File: config.mk
export PLATFORM = sky130hd
export DESIGN_NAME = lpc_fw_target
export DESIGN_NICKNAME = d
export VERILOG_FILES = /design/src/rtl/lpc_fw_pkg.sv /design/src/rtl/lpc_fw_sram.sv /design/src/rtl/lpc_fw_decode.sv /design/src/rtl/lpc_fw_target.sv
export SDC_FILE = /design/constraint.sdc
export NUM_CORES = 2
export LEC_CHECK = 0
export ABC_AREA = 1
export BUFFER_PORTS_ARGS = -buffer_cell sky130_fd_sc_hd__buf_4
export CAP_MARGIN = 0
export CORE_MARGIN = 2
export CORE_UTILIZATION = 45
export DETAILED_ROUTE_END_ITERATION = 7
export PLACE_DENSITY_LB_ADDON = 0.25
export SETUP_SLACK_MARGIN = 0.15
export SLEW_MARGIN = 20
export SYNTH_ARGS = -nofsm -noshare
export SYNTH_HDL_FRONTEND = slang
export SYNTH_SLANG_ARGS = --single-unit
File: constraint.sdc
create_clock -name clk -period 4.94 [get_ports clk]
set_input_delay 0.988 -clock clk [delete_from_list [all_inputs] [get_ports clk]]
set_output_delay 0.988 -clock clk [all_outputs]
set_load 0.03 [all_outputs]
File: src/rtl/lpc_fw_pkg.sv
package lpc_fw_pkg;
  localparam logic [3:0] START_RD  = 4'b1101;
  localparam logic [3:0] START_WR  = 4'b1110;
  localparam int ADDR_NIBS = 7;
  localparam int ADDR_W    = 4 * ADDR_NIBS;
  localparam int MAX_BYTES = 128;
  localparam int CNT_W     = $clog2(2 * MAX_BYTES);

  typedef enum logic [3:0] {
    ST_IDLE, ST_IDSEL, ST_ADDR, ST_SIZE, ST_WDATA,
    ST_HTAR0, ST_HTAR1, ST_SYNC, ST_RDATA, ST_TTAR0, ST_TTAR1
  } fw_state_e;

  // log2 of the burst length for a size code
  function automatic logic [2:0] size_log2(input logic [3:0] code);
    case (code)
      4'b0001: return 3'd1;
      4'b0010: return 3'd2;
      4'b0100: return 3'd4;
      4'b0111: return 3'd7;
      default: return 3'd0;
    endcase
  endfunction

  function automatic logic size_legal(input logic [3:0] code, input logic rd);
    case (code)
      4'b0000, 4'b0001, 4'b0010: return 1'b1;
      4'b0100, 4'b0111:          return rd;
      default:                   return 1'b0;
    endcase
  endfunction

  // next address, wrapping inside the aligned window of 2**lg bytes
  function automatic logic [ADDR_W-1:0] window_step(input logic [ADDR_W-1:0] a,
                                                     input logic [2:0] lg);
    logic [ADDR_W-1:0] m;
    m = ({{(ADDR_W-1){1'b0}}, 1'b1} << lg) - 1'b1;
    return (a & ~m) | ((a + 1'b1) & m);
  endfunction

  // nibble counter load: two nibbles per byte, counted down to zero
  function automatic logic [CNT_W-1:0] nib_load(input logic [2:0] lg);
    int n;
    n = (2 << lg) - 1;
    return n[CNT_W-1:0];
  endfunction
endpackage

File: src/rtl/lpc_fw_sram.sv
module lpc_fw_sram #(
  parameter int AW = 8
) (
  input  logic          clk,
  input  logic [AW-1:0] addr,
  input  logic          we,
  input  logic [7:0]    wdata,
  output logic [7:0]    rdata
);
  localparam int DEPTH = 1 << AW;
  logic [7:0] cells [DEPTH];

  always_ff @(posedge clk) begin
    if (we) cells[addr] <= wdata;
    rdata <= cells[addr];
  end
endmodule

File: src/rtl/lpc_fw_decode.sv
module lpc_fw_decode
  import lpc_fw_pkg::*;
#(
  parameter int MEM_AW = 8
) (
  input  logic              clk,
  input  logic              rst_n,
  input  logic              frame_n,
  input  logic [3:0]        lad_in,
  input  logic [3:0]        id_strap,
  output logic [3:0]        lad_out,
  output logic              lad_oe,
  output logic [MEM_AW-1:0] mem_addr,
  output logic              mem_we,
  output logic [7:0]        mem_wdata,
  input  logic [7:0]        mem_rdata
);
  localparam logic [CNT_W-1:0] ADDR_LOAD = CNT_W'(ADDR_NIBS - 1);

  fw_state_e          st;
  logic               is_rd;
  logic [ADDR_W-1:0]  addr;
  logic [2:0]         lg;
  logic [CNT_W-1:0]   cnt;
  logic [3:0]         lo_nib;

  // named events
  logic start_hit, id_miss, size_bad, nib_hi, wr_byte, rd_step, addr_step, tar_drive;
  assign start_hit = !frame_n && (lad_in == START_RD || lad_in == START_WR);
  assign id_miss   = (st == ST_IDSEL) && (lad_in != id_strap);
  assign size_bad  = (st == ST_SIZE) && !size_legal(lad_in, is_rd);
  assign nib_hi    = ~cnt[0];
  assign wr_byte   = (st == ST_WDATA) && nib_hi;
  assign rd_step   = (st == ST_RDATA) && !nib_hi;
  assign addr_step = wr_byte || rd_step;
  assign tar_drive = (st == ST_TTAR0);

  always_ff @(posedge clk) begin
    if (!rst_n) begin
      st     <= ST_IDLE;
      is_rd  <= 1'b0;
      addr   <= '0;
      lg     <= '0;
      cnt    <= '0;
      lo_nib <= '0;
    end else if (!frame_n) begin
      st    <= start_hit ? ST_IDSEL : ST_IDLE;
      is_rd <= (lad_in == START_RD);
    end else begin
      case (st)
        ST_IDSEL: begin
          st  <= id_miss ? ST_IDLE : ST_ADDR;
          cnt <= ADDR_LOAD;
        end
        ST_ADDR: begin
          addr <= {addr[ADDR_W-5:0], lad_in};
          cnt  <= cnt - 1'b1;
          if (cnt == '0) st <= ST_SIZE;
        end
        ST_SIZE: begin
          if (size_bad) st <= ST_IDLE;
          else begin
            lg  <= size_log2(lad_in);
            cnt <= nib_load(size_log2(lad_in));
            st  <= is_rd ? ST_HTAR0 : ST_WDATA;
          end
        end
        ST_WDATA: begin
          if (!nib_hi) lo_nib <= lad_in;
          if (addr_step) addr <= window_step(addr, lg);
          cnt <= cnt - 1'b1;
          if (cnt == '0) st <= ST_HTAR0;
        end
        ST_HTAR0: st <= ST_HTAR1;
        ST_HTAR1: st <= ST_SYNC;
        ST_SYNC:  st <= is_rd ? ST_RDATA : ST_TTAR0;
        ST_RDATA: begin
          if (addr_step) addr <= window_step(addr, lg);
          cnt <= cnt - 1'b1;
          if (cnt == '0) st <= ST_TTAR0;
        end
        ST_TTAR0: st <= ST_TTAR1;
        ST_TTAR1: st <= ST_IDLE;
        default:  st <= ST_IDLE;
      endcase
    end
  end

  assign mem_addr  = addr[MEM_AW-1:0];
  assign mem_we    = wr_byte && frame_n;
  assign mem_wdata = {lad_in, lo_nib};

  always_comb begin
    lad_oe  = 1'b0;
    lad_out = 4'h0;
    case (st)
      ST_SYNC:  lad_oe = 1'b1;
      ST_RDATA: begin
        lad_oe  = 1'b1;
        lad_out = nib_hi ? mem_rdata[7:4] : mem_rdata[3:0];
      end
      ST_TTAR0: begin
        lad_oe  = 1'b1;
        lad_out = 4'hF;
      end
      default: ;
    endcase
  end


  abort_release_chk: assert property (@(posedge clk) disable iff (!rst_n)
    (!frame_n && lad_in != START_RD && lad_in != START_WR) |=> !lad_oe);

  sync_first_chk: assert property (@(posedge clk) disable iff (!rst_n)
    $rose(lad_oe) |-> (lad_out == 4'h0));

  id_ignore_chk: assert property (@(posedge clk) disable iff (!rst_n)
    (id_miss && frame_n) |=> (!lad_oe && !mem_we));

  size_ignore_chk: assert property (@(posedge clk) disable iff (!rst_n)
    (size_bad && frame_n) |=> (!lad_oe && !mem_we));

  tar_release_chk: assert property (@(posedge clk) disable iff (!rst_n)
    (tar_drive && frame_n) |=> !lad_oe);

  window_keep_chk: assert property (@(posedge clk) disable iff (!rst_n)
    (addr_step && frame_n) |=> ((addr >> lg) == ($past(addr) >> lg)));
endmodule

File: src/rtl/lpc_fw_target.sv
module lpc_fw_target #(
  parameter int MEM_AW = 8
) (
  input  logic       clk,
  input  logic       rst_n,
  input  logic       frame_n,
  input  logic [3:0] lad_in,
  output logic [3:0] lad_out,
  output logic       lad_oe,
  input  logic [3:0] id_strap
);
  logic [MEM_AW-1:0] m_addr;
  logic              m_we;
  logic [7:0]        m_wdata;
  logic [7:0]        m_rdata;

  lpc_fw_decode #(.MEM_AW(MEM_AW)) u_decode (
    .clk       (clk),
    .rst_n     (rst_n),
    .frame_n   (frame_n),
    .lad_in    (lad_in),
    .id_strap  (id_strap),
    .lad_out   (lad_out),
    .lad_oe    (lad_oe),
    .mem_addr  (m_addr),
    .mem_we    (m_we),
    .mem_wdata (m_wdata),
    .mem_rdata (m_rdata)
  );

  lpc_fw_sram #(.AW(MEM_AW)) u_array (
    .clk   (clk),
    .addr  (m_addr),
    .we    (m_we),
    .wdata (m_wdata),
    .rdata (m_rdata)
  );
endmodule

==> results.py <==
metrics = {
    "clocking": {
        "clk_root_buffer_cell": "clkbuf_16",
        "cts_tree": "built",
        "clkSinkCount": 2084,
        "cts-resized-gates": 0,
        "cts_buffers": 207,
        "worstSkewPairLatency_ns": 0.86,
        "h-tree-depth": 4,
        "hold_buffers": 0,
        "postCtsSetupBuffers": 0,
        "max-clock-path-buffers": 3,
        "clkTransAtPathRegs_ns": 0.06,
    },
    "setup_path": {
        "cp_data_arrival_time_ns": 2.99,
        "worstSetupEndpointType": "output pin",
        "critical_path.cell_chain": "inv_1 -> nor3_1 -> a21oi_1 -> inv_1 -> buf_4",
        "critPathMostFrequentCell": "inv_1",
        "critPathSlowestCell": "nor3_1",
        "cp.required_ns": 3.95,
        "crit_path_class": "flop to output pin",
        "critical-path-max-stage-delay_ns": 0.89,
        "setup.worst_path.start_class": "flop",
        "cp_max_fo": 6,
    },
    "floorplanning": {
        "initial_core_util": 0.452,
        "die-area_um2": 201000,
        "num_rows": 163,
        "core_region_area_um2": 197000,
        "dieHeight_um": 449,
        "io-pin-count": 16,
        "die_width_um": 449,
    },
    "timing": {
        "timing.clock.skew_ns": 0.0452,
        "relSlewSlack": 0.263,
        "rsz0062_at_grt": "no",
        "timing.final.crit_period_ns": 3.98,
        "final_max_slew_violation_count": 0,
        "clock.fmax_mhz": 252,
        "setup_tns_ns": 0,
        "fin_crit_share": 0.805,
        "fin_hold_ws_ns": 0.470,
        "setup_viol": 0,
        "worst-slew-pin-transition_ns": 1.10,
        "final_hold_viol_count": 0,
    },
    "synth": {
        "postSynthCellCount": 8752,
        "async_reset_ff_frac": 0,
        "synth-warning-count": 0,
        "post-synth-top-area-fraction": 0.691,
        "yosys.cell_types.count": 36,
        "synth.top_cells.by_area": "edfxtp_1 69%, nand2_1 14%, nor2_1 4.0%",
        "synth.net_count": 8771,
        "synthFlopType": "edfxtp_1",
        "postSynthAreaPerCell_um2": 10.2,
        "netlist_top_cells_count": "3427 x nand2_1, 2048 x edfxtp_1, 938 x nor2_1",
        "synth_area_leader_cell": "edfxtp_1",
        "yosys_register_bits": 2084,
        "synth-edff-count": 2048,
        "mapped_area_um2": 89000,
        "post-synth-top-count-cell": "nand2_1",
        "ys_seq_area_frac": 0.699,
    },
    "pwr": {
        "p_per_area_nw_per_um2": 358,
        "seq_power_share": 0.546,
        "power.switching_mw": 6.92,
        "power.clock.fraction": 0.447,
        "cellLeakagePower_nw": 39.5,
        "power.share.combinational": 0.007,
        "power_switching_share": 0.196,
        "peakVddDrop_mv": 0.303,
        "internal-power_mw": 28.3,
    },
    "detailed_routing": {
        "routed_wire_length_per_instance_um": 20.6,
        "antenna_left": 0,
        "detailroute.via_count": 59500,
        "route.detailed.vias_per_inst": 5.21,
        "detailedRoute.firstPassIterationCount": 5,
        "drt_iter0_drc": 6161,
        "route.detailed.drc": 0,
        "routed_wirelength_um": 236000,
    },
    "placement": {
        "postPlaceCellArea_um2": 91700,
        "port-buffer-count": 15,
        "inst_count_dp": 11100,
        "gpl_wtd_cong": 0.868,
        "dpl.hpwl_um": 132000,
    },
    "global_routing": {
        "first_pass_grt_wire_length_um": 354000,
        "grt.overflow.total": 0,
        "first_global_vias": 57000,
        "antenna_found_initial": 9,
        "combined_global_route_utilization_of_all_metal_layers": 0.230,
        "maximum_number_of_pins_on_one_net_before_global_route_repair": 209,
    },
    "hold_path": {
        "worst_hold_path_type": "input pin to flop",
    },
    "cells_and_area": {
        "post-route-util": 0.500,
        "finish.instance_area_um2": 98400,
        "layout_fillers": 17700,
        "post_route_cells_drive_above_1_share": 0.0505,
        "fin_nets": 8642,
        "area_growth_syn_to_layout_pct": 10.5,
        "post_layout_nonfiller_instances": 11400,
    },
    "outcome": {
        "status": "finished, final reports clean",
    },
    "job": {
        "max_cap_violation_count": 0,
    },
}
critical path, delay by kind of cell (launching register included):
family	cells	cell delay [ns]
AND/OR/NAND/NOR	1	0.89
buffers and inverters	3	0.43
AO/OA/AOI/OAI	1	0.43
flip-flops	1	0.38
registers in the layout, indices dropped and copies added, names as in the netlist, named ones only:
register / flops
u_array.cells: 2048
u_array.rdata: 8
u_decode.cnt: 8
u_decode.lo_nib: 4
u_decode.st: 4
u_decode.lg: 3
u_decode.addr: 1
u_decode.is_rd: 1
layout by cell type, fill, tap and decap left out, types with 6 or more instances in the layout:
master      count
clkinvlp_4      6
nor2_1        929
nand3_1       358
ha_1            8
o21ai_1       247
a211oi_1        6
dfxtp_4         6
xor2_1          7
clkbuf_1       38
a21oi_1        26
nor2_4          6
nand2_1      3414
inv_1         813
buf_12         27
clkbuf_16     212
buf_4          80
o21ai_0       352
nor3_1          6
dfxtp_1        30
clkinv_2       40
clkinv_1       39
edfxtp_1     2048
bufinv_16      22
nand2_2        12
final timing paths:
| kind | startpoint | endpoint | slack, ns | depth (start not counted) |
|---|---|---|---|---|
| max | u_decode.st[0]$_SDFFE_PN0P_ | lad_out[3] | 0.96 | 5 |
| min | frame_n | u_decode.st[3]$_SDFFE_PN0P_ | 0.47 | 3 |
| max reg2reg | u_decode.cnt[0]$_SDFFE_PN0P_ | u_array.cells[224][3]$_DFFE_PP_ | 1.23 | 6 |
| min reg2reg | u_decode.is_rd$_SDFFE_PN0N_ | u_decode.is_rd$_SDFFE_PN0N_ | 0.50 | 2 |
logic make-up (layout without fill, tap and decap cells):
logic type      after synthesis  after routing  synth area share
other cells                   0              1                 0
simple gates               4740           4740             0.205
fa+ha+maj                     8              8           0.00112
mux                           1              1          0.000112
flops                      2084           2084             0.699
compound gates              643            643            0.0366
buf+inv                    1266           1302            0.0572
xor+xnor                     10             10          0.000984
layer usage:
metal	part of all wire	vias up	wire length (um)	GRT usage
li1	-	28200	-	-
met5	0.000076	-	18	0
met2	0.46	2180	108000	0.364
met3	0.075	380	17700	0.0376
met4	0.032	2	7500	0.0757
met1	0.43	28800	102000	0.325
final cells by class:
class | count | area (um2) | area share
timing repair buffer | 111 | 1200 | 0.0122
clock inverter | 119 | 1230 | 0.0125
sequential | 2084 | 62200 | 0.632
antenna | 1 | 2.50 | 0.0000254
inverter | 817 | 3080 | 0.0313
tap | 2640 | 3300 | 0.0336
multi-input combinational | 5402 | 21800 | 0.222
clock buffer | 255 | 5520 | 0.0560
power by group through the flow:
stage | registers (mW) | logic (mW) | clock network [mW]
2_1_floorplan | 19.6 | 0.0369 | 0
3_3_place_gp | 19.6 | 0.259 | 0
3_5_place_dp | 19.6 | 0.261 | 0
4_1_cts | 19.3 | 0.261 | 16.0
5_1_grt | 19.2 | 0.276 | 16.6
6_report | 19.3 | 0.258 | 15.7
per-stage QoR:
stage                     setup WS, ns  power, mW
final                            0.964       35.3
after global routing             0.918       36.2
after CTS                        0.957       35.5
after detailed placement          1.07       19.9
after global placement            1.04       19.9
after floorplan                  0.687       19.7
Note: power is estimated with default switching activity, not from simulation.
